===== src/rtl/dbg_halt_pkg.sv =====
package dbg_halt_pkg;
  localparam int REG_W      = 32;
  localparam int KEY_LSB    = 16;
  localparam int KEY_W      = REG_W - KEY_LSB;
  localparam logic [KEY_W-1:0] WR_KEY = 16'hA05F;

  localparam int B_RST_ST  = 25;
  localparam int B_RET_ST  = 24;
  localparam int B_LOCKUP  = 19;
  localparam int B_SLEEP   = 18;
  localparam int B_HALTED  = 17;
  localparam int B_XFER    = 16;
  localparam int B_SNAP    = 5;
  localparam int B_MASK    = 3;
  localparam int B_STEP    = 2;
  localparam int B_HALT    = 1;
  localparam int B_DEN     = 0;

  localparam int STICKY_N  = 2;
  localparam int SI_RST    = 0;
  localparam int SI_RET    = 1;

  typedef struct packed {
    logic snap;
    logic mask;
    logic step;
    logic halt;
    logic den;
  } ctrl_bits_t;

  typedef struct packed {
    logic lockup;
    logic sleeping;
    logic halted;
    logic xfer_done;
  } live_stat_t;

  function automatic logic key_match(input logic [KEY_W-1:0] upper);
    return upper == WR_KEY;
  endfunction

  function automatic ctrl_bits_t ctrl_from_word(input logic [REG_W-1:0] w);
    ctrl_bits_t c;
    c.snap = w[B_SNAP];
    c.mask = w[B_MASK];
    c.step = w[B_STEP];
    c.halt = w[B_HALT];
    c.den  = w[B_DEN];
    return c;
  endfunction

  function automatic logic [REG_W-1:0] pack_word(
    input logic       rst_flag,
    input logic       ret_flag,
    input live_stat_t live,
    input ctrl_bits_t ctl);
    logic [REG_W-1:0] w;
    w           = '0;
    w[B_RST_ST] = rst_flag;
    w[B_RET_ST] = ret_flag & ~ctl.snap;
    w[B_LOCKUP] = live.lockup & ~live.halted;
    w[B_SLEEP]  = live.sleeping;
    w[B_HALTED] = live.halted;
    w[B_XFER]   = live.xfer_done;
    w[B_SNAP]   = ctl.snap;
    w[B_MASK]   = ctl.mask;
    w[B_STEP]   = ctl.step;
    w[B_HALT]   = ctl.halt;
    w[B_DEN]    = ctl.den;
    return w;
  endfunction
endpackage


===== src/rtl/dbg_halt_keychk.sv =====
module dbg_halt_keychk
  import dbg_halt_pkg::*;
(
  input  logic             wr_en,
  input  logic [REG_W-1:0] wr_data,
  output logic             wr_accept,
  output ctrl_bits_t       wr_ctrl
);
  logic unused_resv;
  assign unused_resv = ^{wr_data[15:6], wr_data[4]};

  assign wr_accept = wr_en & key_match(wr_data[REG_W-1:KEY_LSB]);
  assign wr_ctrl   = ctrl_from_word(wr_data);
endmodule


===== src/rtl/dbg_halt_sticky.sv =====
module dbg_halt_sticky #(
  parameter int N = 2
) (
  input  logic         clk,
  input  logic         rst_n,
  input  logic [N-1:0] set_i,
  input  logic         rd_clr_i,
  output logic [N-1:0] flag_o
);
  logic [N-1:0] flag_q;

  for (genvar i = 0; i < N; i++) begin : g_flag
    always_ff @(posedge clk or negedge rst_n) begin
      if (!rst_n) flag_q[i] <= 1'b0;
      else        flag_q[i] <= set_i[i] | (flag_q[i] & ~rd_clr_i);
    end


    sticky_keep_chk: assert property (@(posedge clk) disable iff (!rst_n)
      set_i[i] |=> flag_q[i]);

    sticky_clear_chk: assert property (@(posedge clk) disable iff (!rst_n)
      (rd_clr_i && !set_i[i]) |=> !flag_q[i]);
  end

  assign flag_o = flag_q;
endmodule


===== src/rtl/dbg_halt_ctrl.sv =====
module dbg_halt_ctrl
  import dbg_halt_pkg::*;
(
  input  logic       clk,
  input  logic       rst_n,
  input  logic       wr_accept,
  input  logic       wr_from_dbg,
  input  ctrl_bits_t wr_ctrl,
  input  logic       core_in_reset,
  input  logic       core_halted,
  input  logic       core_bkpt_hit,
  output ctrl_bits_t ctrl_q
);
  logic den_q, halt_q, step_q, mask_q, snap_q;
  logic step_mask_open, snap_legal, halt_wr_ok, den_wr_ok;

  assign step_mask_open = core_halted | ~den_q;
  assign snap_legal     = den_q & halt_q;
  assign halt_wr_ok     = wr_accept & (wr_from_dbg | wr_ctrl.den);
  assign den_wr_ok      = wr_accept & wr_from_dbg;

  always_ff @(posedge clk or negedge rst_n) begin
    if (!rst_n) begin
      den_q  <= 1'b0;
      halt_q <= 1'b0;
      step_q <= 1'b0;
      mask_q <= 1'b0;
      snap_q <= 1'b0;
    end else begin
      if (den_wr_ok) den_q <= wr_ctrl.den;

      if (core_in_reset)      halt_q <= 1'b0;
      else if (core_bkpt_hit) halt_q <= 1'b1;
      else if (halt_wr_ok)    halt_q <= wr_ctrl.halt;

      if (wr_accept && step_mask_open) begin
        step_q <= wr_ctrl.step;
        mask_q <= wr_ctrl.mask;
      end

      if (core_in_reset)  snap_q <= 1'b0;
      else if (wr_accept) snap_q <= wr_ctrl.snap & snap_legal;
    end
  end

  assign ctrl_q = '{snap: snap_q, mask: mask_q, step: step_q, halt: halt_q, den: den_q};


  core_keeps_den_chk: assert property (@(posedge clk) disable iff (!rst_n)
    (wr_accept && !wr_from_dbg) |=> $stable(den_q));

  drop_keeps_ctrl_chk: assert property (@(posedge clk) disable iff (!rst_n)
    (!wr_accept && !core_in_reset && !core_bkpt_hit)
      |=> $stable({den_q, halt_q, step_q, mask_q, snap_q}));

  snap_legal_chk: assert property (@(posedge clk) disable iff (!rst_n)
    $rose(snap_q) |-> $past(den_q && halt_q));

  step_mask_window_chk: assert property (@(posedge clk) disable iff (!rst_n)
    (den_q && !core_halted) |=> $stable({step_q, mask_q}));

  core_rst_halt_chk: assert property (@(posedge clk) disable iff (!rst_n)
    core_in_reset |=> (!halt_q && !snap_q));
endmodule


===== src/rtl/dbg_halt_regblk.sv =====
module dbg_halt_regblk
  import dbg_halt_pkg::*;
(
  input  logic        clk,
  input  logic        rst_n,
  input  logic        reg_wr_en,
  input  logic [31:0] reg_wr_data,
  input  logic        reg_wr_from_dbg,
  input  logic        reg_rd_en,
  output logic [31:0] reg_rd_data,
  input  logic        core_in_reset,
  input  logic        core_retired,
  input  logic        core_lockup,
  input  logic        core_sleeping,
  input  logic        core_halted,
  input  logic        core_xfer_done,
  input  logic        core_bkpt_hit,
  output logic        halt_req,
  output logic        step_req,
  output logic        irq_mask,
  output logic        stall_abort_req,
  output logic        dbg_enable
);
  logic          wr_accept;
  ctrl_bits_t    wr_ctrl;
  ctrl_bits_t    ctrl_q;
  logic [STICKY_N-1:0] sticky_set;
  logic [STICKY_N-1:0] sticky_flag;
  live_stat_t    live;

  dbg_halt_keychk u_key (
    .wr_en     (reg_wr_en),
    .wr_data   (reg_wr_data),
    .wr_accept (wr_accept),
    .wr_ctrl   (wr_ctrl)
  );

  assign sticky_set[SI_RST] = core_in_reset;
  assign sticky_set[SI_RET] = core_retired;

  dbg_halt_sticky #(.N(STICKY_N)) u_sticky (
    .clk      (clk),
    .rst_n    (rst_n),
    .set_i    (sticky_set),
    .rd_clr_i (reg_rd_en),
    .flag_o   (sticky_flag)
  );

  dbg_halt_ctrl u_ctrl (
    .clk           (clk),
    .rst_n         (rst_n),
    .wr_accept     (wr_accept),
    .wr_from_dbg   (reg_wr_from_dbg),
    .wr_ctrl       (wr_ctrl),
    .core_in_reset (core_in_reset),
    .core_halted   (core_halted),
    .core_bkpt_hit (core_bkpt_hit),
    .ctrl_q        (ctrl_q)
  );

  assign live = '{lockup: core_lockup, sleeping: core_sleeping,
                  halted: core_halted, xfer_done: core_xfer_done};

  assign reg_rd_data = pack_word(sticky_flag[SI_RST], sticky_flag[SI_RET], live, ctrl_q);

  assign dbg_enable      = ctrl_q.den;
  assign halt_req        = ctrl_q.den & ctrl_q.halt;
  assign step_req        = ctrl_q.den & ctrl_q.step;
  assign irq_mask        = ctrl_q.den & ctrl_q.mask;
  assign stall_abort_req = ctrl_q.den & ctrl_q.snap;


  den_gate_chk: assert property (@(posedge clk) disable iff (!rst_n)
    !dbg_enable |-> !(halt_req || step_req || irq_mask || stall_abort_req));

  retire_hidden_chk: assert property (@(posedge clk) disable iff (!rst_n)
    ctrl_q.snap |-> !reg_rd_data[B_RET_ST]);

  resv_zero_chk: assert property (@(posedge clk) disable iff (!rst_n)
    (reg_rd_data[15:6] == '0) && !reg_rd_data[4]);
endmodule


===== config.mk =====
export PLATFORM = sky130hd
export DESIGN_NAME = dbg_halt_regblk
export DESIGN_NICKNAME = d
export VERILOG_FILES = /design/src/rtl/dbg_halt_pkg.sv /design/src/rtl/dbg_halt_keychk.sv /design/src/rtl/dbg_halt_sticky.sv /design/src/rtl/dbg_halt_ctrl.sv /design/src/rtl/dbg_halt_regblk.sv
export SDC_FILE = /design/constraint.sdc
export NUM_CORES = 1
export LEC_CHECK = 0
export BUFFER_PORTS_ARGS = -buffer_cell sky130_fd_sc_hd__buf_2
export CORE_MARGIN = 2
export CORE_UTILIZATION = 32
export DETAILED_ROUTE_END_ITERATION = 8
export PLACE_DENSITY_LB_ADDON = 0.15
export SYNTH_ARGS = -nofsm -noshare
export SYNTH_HDL_FRONTEND = slang
export SYNTH_SLANG_ARGS = --single-unit
export TNS_END_PERCENT = 100

===== constraint.sdc =====
create_clock -name clk -period 1.43 [get_ports clk]
set_clock_uncertainty 0.05 [all_clocks]
set_input_delay 0.2145 -clock clk [delete_from_list [all_inputs] [get_ports clk]]
set_output_delay 0.2145 -clock clk [all_outputs]
set_load 0.05 [all_outputs]

==> summary.txt, run 1 <==
Run status
  • Status: finished with violations
  • Failing checks: setup timing

Yosys
  • Async set-reset flop share out of synthesis: 100%
  • Syn. warnings: 0
  • Distinct cells, synth: 23
  • Top post-synthesis cells by count: buf_4, dfrtp_1, and2_1
  • Register area share after synthesis: 26.5%
  • Cells after Synth: 67
  • FF+latch count, synth: 7
  • Post-synth top area share: 34.0%
  • Leading area contributor after synthesis: buf_4
  • Post-Syn Area: 662 um^2
  • Top-count cell post-synth: buf_4
  • Top FF cell, synth: dfrtp_1
  • Post-synth EDFFs: 0
  • Syn avg cell area: 9.88 um^2
  • Synth area leaders: buf_4, dfrtp_1, mux2_4

Setup path
  • Slowest stage cell, crit path: or4_4
  • CP Launch Type: primary input
  • Top delay family on crit path: simple AND/OR/NAND/NOR gates
  • Critical path required time: 1.51 ns
  • CP peak stage delay: 0.53 ns
  • WP buf/inv: 1
  • Setup crit end kind: flip-flop
  • Worst Path Arrival: 1.53 ns
  • CP Max Fanout: 3
  • Critical path class: primary input to flip-flop
  • CP cell instances: buf_6 -> or4_4 -> nor3_4 -> and3_4 -> mux2_4

Clocking
  • Reg clk slew, reported paths: 0.05 ns
  • Clock root buffer: clkbuf_4
  • Post-CTS setup buffer count: 0
  • Clock H-tree levels: 1
  • TritonCTS clock tree: done
  • Clock latency on the worst-skew pair: 0.24 ns
  • Num CTS Buffers: 3
  • Num Clock Sinks: 7
  • Max clock buf depth: 2

Power and ir drop
  • Maximum VDD drop: 0.275 mV
  • PD cells: 742 mW/mm^2
  • P_leak: 0.492 nW

STA
  • Final Max Slew Viols: 0
  • Final period util: 101%
  • Final hold vios: 0
  • RSZ-0062 raised after global routing: yes
  • Setup slack after layout: -0.0192 ns
  • Fmax: 690 MHz
  • Setup violations, final: 2
  • Final critical-path required period: 1.45 ns
  • Post-Route Setup TNS: -0.0363 ns

Floorplan
  • Core Area: 0.00196 mm^2
  • Num ports: 81
  • Rows: 16
  • Starting Density: 33.7%
  • Die width: 49.5 um
  • Die area: 0.00245 mm^2
  • Die height: 49.5 um

Global route
  • Pin count of the biggest net entering global routing: 9
  • Total global-route track usage: 9.29%
  • Initial antenna violation count: 0
  • Vias in the first global route: 422
  • Total grt overflow: 0
  • First-pass GRT wire length: 1770 um

Route
  • Drt initial violations: 2
  • Vias: 528
  • Drt total wl: 1210 um
  • Pre-antenna DRT Iters: 4
  • DRC: 0
  • Average wire per standard cell: 8.96 um
  • Via density: 3.91
  • Routed Antenna Nets: 0

Cells and area
  • Syn-to-layout area delta: 24.8%
  • Layout cells sized above 1: 55.6%
  • Nets: 153
  • Final core utilization: 42.1%
  • Antenna Cells: 0

Flow run
  • Max Cap Viol: 0

Placed design
  • Detailed placement HPWL: 1070 um
  • Number of port buffers: 44
  • Final GP Congestion: 0.649

Worst hold path
  • Hold Path Class: primary input to flip-flop
what timing repair did:
item / in CTS / in global routing
gates cloned: 0 / 0
setup endpoints to repair: 2 / 2
resized for setup: 1 / 0
hold endpoints to repair: 7 / 0
hold buffers: 1 / 0
pin swaps: 0 / 0
cell usage in the layout, fill, tap and decap left out, drive strengths merged:
cell         instances
or2                  1
nor2b                2
nand2b               1
o21ba                1
nand3b               1
nand4bb              1
a21o                 2
a31oi                1
buf                 46
dlygate4sd3          1
a41o                 1
or4                  1
and2                 4
dfrtp                7
nand3                1
nand4                2
and3                 1
inv                  2
a21oi                1
mux2                 3
nor3                 1
a21bo                1
conb                21
nor3b                1
clkbuf               4
registers in the layout (all words and copies together), names as in the netlist:
signal           flops
u_sticky.flag_o      2
u_ctrl.den_q         1
u_ctrl.halt_q        1
u_ctrl.mask_q        1
u_ctrl.snap_q        1
u_ctrl.step_q        1
per-stage QoR:
stage               cells  hold slack (ns)  area (um^2)  setup WS, ns  power (mW)
finish                135            0.105          826       -0.0192       0.613
global route          135            0.102          826       -0.0474       0.647
CTS                   135            0.101          826       -0.0256       0.621
detailed placement    130          0.00786          783        -0.298       0.440
global placement      130          0.00370          783        -0.278       0.439
floorplan              87           -0.131          739        -0.192       0.451
cell families after synthesis:
kind of cell	after synthesis	synth area share, %
buffers and inverters	32	35.2
AO/OA/AOI/OAI	7	8.51
flip-flops	7	26.5
multiplexers	3	6.80
AND/OR/NAND/NOR	17	22.5
other	1	0.567
final timing paths:
| check | start | endpoint | slack [ns] | cells after the start |
|---|---|---|---|---|
| worst max register to register | u_ctrl.den_q$_DFFE_PN0P_ | u_ctrl.step_q$_DFFE_PN0P_ | 0.26 | 3 |
| worst min register to register | u_sticky.flag_o[0]$_DFF_PN0_ | u_sticky.flag_o[0]$_DFF_PN0_ | 0.42 | 1 |
| worst min-delay path | core_retired | u_sticky.flag_o[1]$_DFF_PN0_ | 0.11 | 2 |
| min in group asynchronous | rst_n | u_ctrl.mask_q$_DFFE_PN0P_ | 0.28 | 2 |
| worst max-delay path | reg_wr_data[24] | u_ctrl.step_q$_DFFE_PN0P_ | -0.02 | 5 |
| max in group asynchronous | rst_n | u_ctrl.den_q$_DFFE_PN0P_ | 0.88 | 2 |
layout make-up:
class | instances | area, um^2
fillers | 225 | 1140
multi-input cells | 48 | 330
repair buffers | 47 | 251
flip-flops and latches | 7 | 176
well taps | 27 | 33.8
clock buffers | 4 | 26.3
inverters | 2 | 7.51
power breakdown:
group / leakage, nW / internal [mW] / total [mW] / switching, mW
clock network: 0.0150 / 0.106 / 0.172 / 0.0664
registers: 0.0882 / 0.204 / 0.207 / 0.00324
logic: 0.389 / 0.0527 / 0.233 / 0.180
total: 0.492 / 0.363 / 0.613 / 0.250
per-layer routing:
layer	wire [um]	share of wire, %	vias up	global-route usage, %
li1	-	-	259	-
met1	506	42	222	12.5
met2	511	42	45	13.3
met3	178	15	2	1.82
met4	13	1.1	0	6.48
met5	0	0	-	0
(Power assumes the default switching activity.)
==> run 2: changes to the inputs <==
--- a/config.mk
+++ b/config.mk
@@ -9,5 +9,5 @@
 export CORE_MARGIN = 2
-export CORE_UTILIZATION = 32
+export CORE_UTILIZATION = 29
 export DETAILED_ROUTE_END_ITERATION = 8
-export PLACE_DENSITY_LB_ADDON = 0.15
+export PLACE_DENSITY = 0.76
 export SYNTH_ARGS = -nofsm -noshare
==> constraint.sdc (replaced) <==
create_clock -name clk -period 1.2 [get_ports clk]
set_clock_uncertainty 0.05 [all_clocks]
set_input_delay 0.12 -clock clk [delete_from_list [all_inputs] [get_ports clk]]
set_output_delay 0.12 -clock clk [all_outputs]
set_load 0.05 [all_outputs]
==> summary.txt, run 2 (synthesis gave the netlist of run 1 again) <==
STA
  • Setup violations, final: 5
  • Final Max Slew Viols: 0
  • Final hold vios: 0
  • Fmax: 744 MHz
  • Setup slack after layout: -0.144 ns
  • Post-Route Setup TNS: -0.444 ns
  • Final critical-path required period: 1.34 ns
  • RSZ-0062 raised after global routing: yes
  • Final period util: 112%

Clocking
  • Clock latency on the worst-skew pair: 0.25 ns
  • Clock H-tree levels: 1
  • TritonCTS clock tree: done
  • Reg clk slew, reported paths: 0.05 ns
  • Max clock buf depth: 2
  • Clock root buffer: clkbuf_4
  • Num Clock Sinks: 7
  • Num CTS Buffers: 3

Setup path
  • CP Launch Type: primary input
  • Critical path required time: 1.28 ns
  • CP Max Fanout: 3
  • Worst Path Arrival: 1.43 ns
  • Setup crit end kind: flip-flop
  • Critical path class: primary input to flip-flop
  • Slowest stage cell, crit path: or4_4
  • CP peak stage delay: 0.53 ns
  • CP cell instances: buf_6 -> or4_4 -> nor3_4 -> and3_4 -> mux2_4

Placed design
  • Detailed placement HPWL: 1120 um
  • Number of port buffers: 44
  • Final GP Congestion: 0.678

Global route
  • Pin count of the biggest net entering global routing: 9
  • Vias in the first global route: 477
  • Total grt overflow: 0
  • First-pass GRT wire length: 1770 um
  • Total global-route track usage: 8.97%
  • Initial antenna violation count: 0

Power and ir drop
  • P_leak: 0.516 nW
  • Gate power share: 38.3%
  • Total power: 0.745 mW
  • PD cells: 830 mW/mm^2
  • Switching fraction of total power: 41.1%
  • Clock power share: 28.5%
  • Internal power: 0.439 mW
  • Maximum VDD drop: 0.413 mV
  • Sw Pwr: 0.306 mW
  • Register share of total power: 33.2%

Cells and area
  • Final core utilization: 40.9%
  • Commonest non-fill, non-tap cells in the layout: buf_2, conb_1, buf_6, dfrtp_1, and2_4
  • Fillers: 227
  • Syn-to-layout area delta: 35.5%
  • Commonest non-fill, non-tap cell in the layout: buf_2
  • Max reg flops: 2
  • Antenna Cells: 0
  • Reg area: 176 um^2
  • Nets: 156
  • Footprint of the multi-input gates: 342 um^2
  • Layout cells sized above 1: 58.6%

Route
  • Average wire per standard cell: 9.85 um
  • Drt initial violations: 4
  • DRC: 0
  • Pre-antenna DRT Iters: 2
  • Routed Antenna Nets: 0
  • Via density: 3.95
  • Vias: 549
  • Drt total wl: 1370 um

Floorplan
  • Starting Density: 30.2%
  • Core Area: 0.00219 mm^2
  • Num ports: 81
  • Die height: 51.8 um
  • Rows: 17
  • Die width: 51.8 um
  • Die area: 0.00268 mm^2

Run status
  • Failing checks: setup timing
  • Status: finished with violations

Flow run
  • Max Cap Viol: 0

Worst hold path
  • Hold Path Class: primary input to flip-flop
run 2: cell types whose count changed in the layout (fill, tap and decap cells not counted), moves of 2 or more:
cell           previous run  this run
and2_4                    0         4
dlygate4sd3_1             1         3
buf_6                     1         6
and2_1                    3         0
buf_2                    43        38
run 2: layout make-up:
cell class                      count  share of cell area, %
Sequential cell                     7                   19.7
Timing Repair Buffer               50                   34.6
Multi-Input combinational cell     48                   38.1
Tap cell                           28                   3.91
Clock buffer                        4                   2.93
Inverter                            2                  0.837
run 2: final timing paths:
| check | depth (start not counted) | startpoint | slack, ns | end |
|---|---|---|---|---|
| worst max-delay path | 5 | reg_wr_data[24] | -0.14 | u_ctrl.step_q$_DFFE_PN0P_ |
| worst min-delay path | 2 | reg_wr_data[2] | 0.06 | u_ctrl.step_q$_DFFE_PN0P_ |
| worst max register to register | 3 | u_ctrl.den_q$_DFFE_PN0P_ | 0.01 | u_ctrl.step_q$_DFFE_PN0P_ |
| worst min register to register | 1 | u_sticky.flag_o[1]$_DFF_PN0_ | 0.42 | u_sticky.flag_o[1]$_DFF_PN0_ |
| max in group asynchronous | 2 | rst_n | 0.73 | u_ctrl.den_q$_DFFE_PN0P_ |
| min in group asynchronous | 2 | rst_n | 0.21 | u_sticky.flag_o[0]$_DFF_PN0_ |
run 2: critical path: cells and delay by family:
kind | cells | cell delay (ns)
simple gates | 3 | 0.93
mux | 1 | 0.29
buf+inv | 1 | 0.09
run 2: what timing repair did:
action                                 4_1_cts  5_1_grt
endpoints found under the hold margin        9        0
setup endpoints to repair                    9        9
setup buffers                                0        1
resized for setup                           11        4
hold buffers                                 3        0
pin swaps                                    0        2
run 2: metal layers:
layer  GRT usage, %  part of all wire (%)
met1           5.67                    32
met3           2.01                   8.3
met5              0                     0
met2           19.9                    59
met4           7.02                     0
run 2: power groups by stage:
stage	sequential (mW)	clock, mW	combinational (mW)
floorplan	0.250	0	0.288
global placement	0.251	0	0.272
detailed placement	0.252	0	0.273
CTS	0.248	0.228	0.284
global route	0.248	0.235	0.297
finish	0.248	0.212	0.285
run 2: stage by stage:
| step | instance area (um^2) | setup slack (ns) | hold WS, ns | instances |
|---|---|---|---|---|
| floorplan | 742 | -0.326 | -0.226 | 87 |
| global placement | 795 | -0.399 | -0.0941 | 132 |
| detailed placement | 795 | -0.421 | -0.0902 | 132 |
| CTS | 878 | -0.133 | 0.0429 | 138 |
| global route | 897 | -0.159 | 0.0513 | 139 |
| finish | 897 | -0.144 | 0.0600 | 139 |
==> run 3: changes to the inputs <==
==> constraint.sdc (replaced) <==
create_clock -name clk -period 1.2 [get_ports clk]
set_clock_uncertainty 0.05 [all_clocks]
set_input_delay 0.36 -clock clk [delete_from_list [all_inputs] [get_ports clk]]
set_output_delay 0.36 -clock clk [all_outputs]
set_load 0.05 [all_outputs]
==> summary.txt, run 3 (synthesis gave the netlist of run 1 again) <==
Run status
  • Status: finished with violations
  • Failing checks: setup timing

Floorplan
  • Die area: 0.00268 mm^2
  • Core Area: 0.00219 mm^2
  • Die height: 51.8 um
  • Rows: 17
  • Die width: 51.8 um
  • Starting Density: 30.2%
  • Num ports: 81

Route
  • Vias: 574
  • Met3 WL post-DR: 131 um
  • DRC: 0
  • Drt total wl: 1500 um
  • Drt initial violations: 4
  • Met2 WL: 868 um
  • Average wire per standard cell: 10.4 um
  • Via density: 3.99
  • Routed Antenna Nets: 0
  • Pre-antenna DRT Iters: 3
  • Top layer in use: met3
  • Met1 Wirelength: 502 um

STA
  • Final period util: 132%
  • Final Max Slew Viols: 0
  • Final hold vios: 0
  • Post-Route Setup TNS: -3.22 ns
  • Fmax: 632 MHz
  • Final critical-path required period: 1.58 ns
  • Worst Hold Margin: 0.250 ns
  • RSZ-0062 raised after global routing: yes
  • Setup slack after layout: -0.381 ns
  • Setup violations, final: 16

Worst hold path
  • Worst Hold Depth: 2
  • Hold Path Class: primary input to flip-flop
  • Hold EP: u_sticky.flag_o[1]$_DFF_PN0_
  • Worst hold path startpoint: core_retired

Flow run
  • Max Cap Viol: 0

Placed design
  • Number of port buffers: 44
  • Detailed placement HPWL: 1180 um
  • Final GP Congestion: 0.638

Setup path
  • Worst Path Arrival: 1.66 ns
  • CP Launch Type: primary input
  • Setup crit end kind: flip-flop
  • Critical path required time: 1.28 ns
  • CP Max Fanout: 3
  • Critical path class: primary input to flip-flop
  • Reg-to-Reg End: u_ctrl.mask_q$_DFFE_PN0P_
  • Register-to-register setup slack: -0.11 ns
  • R2r worst-path depth: 4
  • RR Startpoint: u_ctrl.den_q$_DFFE_PN0P_

Cells and area
  • Antenna Cells: 0
  • Footprint of the multi-input gates: 369 um^2
  • Reg area: 178 um^2
  • Commonest non-fill, non-tap cells in the layout: buf_2, conb_1, buf_6, buf_8, buf_4
  • Syn-to-layout area delta: 58.0%
  • Nets: 161
  • Layout cells sized above 1: 64.7%
  • Max reg flops: 2
  • Commonest non-fill, non-tap cell in the layout: buf_2
  • Fillers: 205
  • Final core utilization: 47.7%

Power and ir drop
  • PD cells: 722 mW/mm^2
  • P_leak: 0.575 nW
  • Maximum VDD drop: 0.421 mV
  • Total power: 0.755 mW

Global route
  • Total grt overflow: 0
  • First-pass GRT wire length: 2210 um
  • Vias in the first global route: 531
  • Initial antenna violation count: 0
  • Pin count of the biggest net entering global routing: 8
  • Total global-route track usage: 11.0%

Clocking
  • Reg clk slew, reported paths: 0.05 ns
  • Clock root buffer: clkbuf_4
  • Max clock buf depth: 2
  • Num Clock Sinks: 7
  • Clock H-tree levels: 1
  • Clock latency on the worst-skew pair: 0.24 ns
  • Num CTS Buffers: 3
  • TritonCTS clock tree: done
==> run 3: metal layers <==
metal  GRT usage, %  vias to the layer above
met1           10.1                      264
met4           3.95                        0
met3           2.59                        0
met5              0                        -
li1               -                      274
met2           22.9                       36
==> run 3: metrics by stage <==
step | cell area (um^2) | cells | setup slack (ns)
final | 1050 | 144 | -0.381
after global routing | 1050 | 144 | -0.407
after CTS | 956 | 138 | -0.379
after detailed placement | 816 | 132 | -0.654
after global placement | 816 | 132 | -0.638
after floorplan | 767 | 87 | -0.566
==> run 3: cell type report <==
cell class,count,area share [%]
Timing Repair Buffer,55,41.1
Tap cell,28,3.35
Multi-Input combinational cell,48,35.3
Sequential cell,7,17.0
Inverter,2,0.718
Clock buffer,4,2.51
==> run 3: repair_timing <==
item                                   in CTS  in global routing
endpoints found under the hold margin       7                  0
buffers inserted                            1                  6
hold buffers                                1                  0
gates cloned                                0                  0
setup endpoints to repair                  18                 17
pin swaps                                   3                  4
resized for setup                          30                 10
==> run 3: worst max-delay path: stages <==
cell and delay (ns):
buf_6 0.09, or4_4 0.53, nor3_4 0.16, and3_4 0.23, mux2_4 0.29
==> run 3: how the worst max path moves through the flow <==
| stage | start | to | slack [ns] |
|---|---|---|---|
| floorplan | reg_wr_data[24] | u_ctrl.mask_q$_DFFE_PN0P_ | -0.57 |
| global placement | reg_wr_data[24] | u_ctrl.step_q$_DFFE_PN0P_ | -0.64 |
| detailed placement | reg_wr_data[24] | u_ctrl.step_q$_DFFE_PN0P_ | -0.65 |
| CTS | reg_wr_data[24] | u_ctrl.step_q$_DFFE_PN0P_ | -0.38 |
| global route | reg_wr_data[24] | u_ctrl.step_q$_DFFE_PN0P_ | -0.41 |
| finish | reg_wr_data[24] | u_ctrl.mask_q$_DFFE_PN0P_ | -0.38 |
==> run 3: where the power goes <==
part / leakage (nW) / switching, mW / total (mW) / internal [mW]
clock network: 0.0150 / 0.0800 / 0.206 / 0.126
registers: 0.0866 / 0.00500 / 0.248 / 0.243
logic: 0.473 / 0.222 / 0.300 / 0.0784
total: 0.575 / 0.307 / 0.755 / 0.448
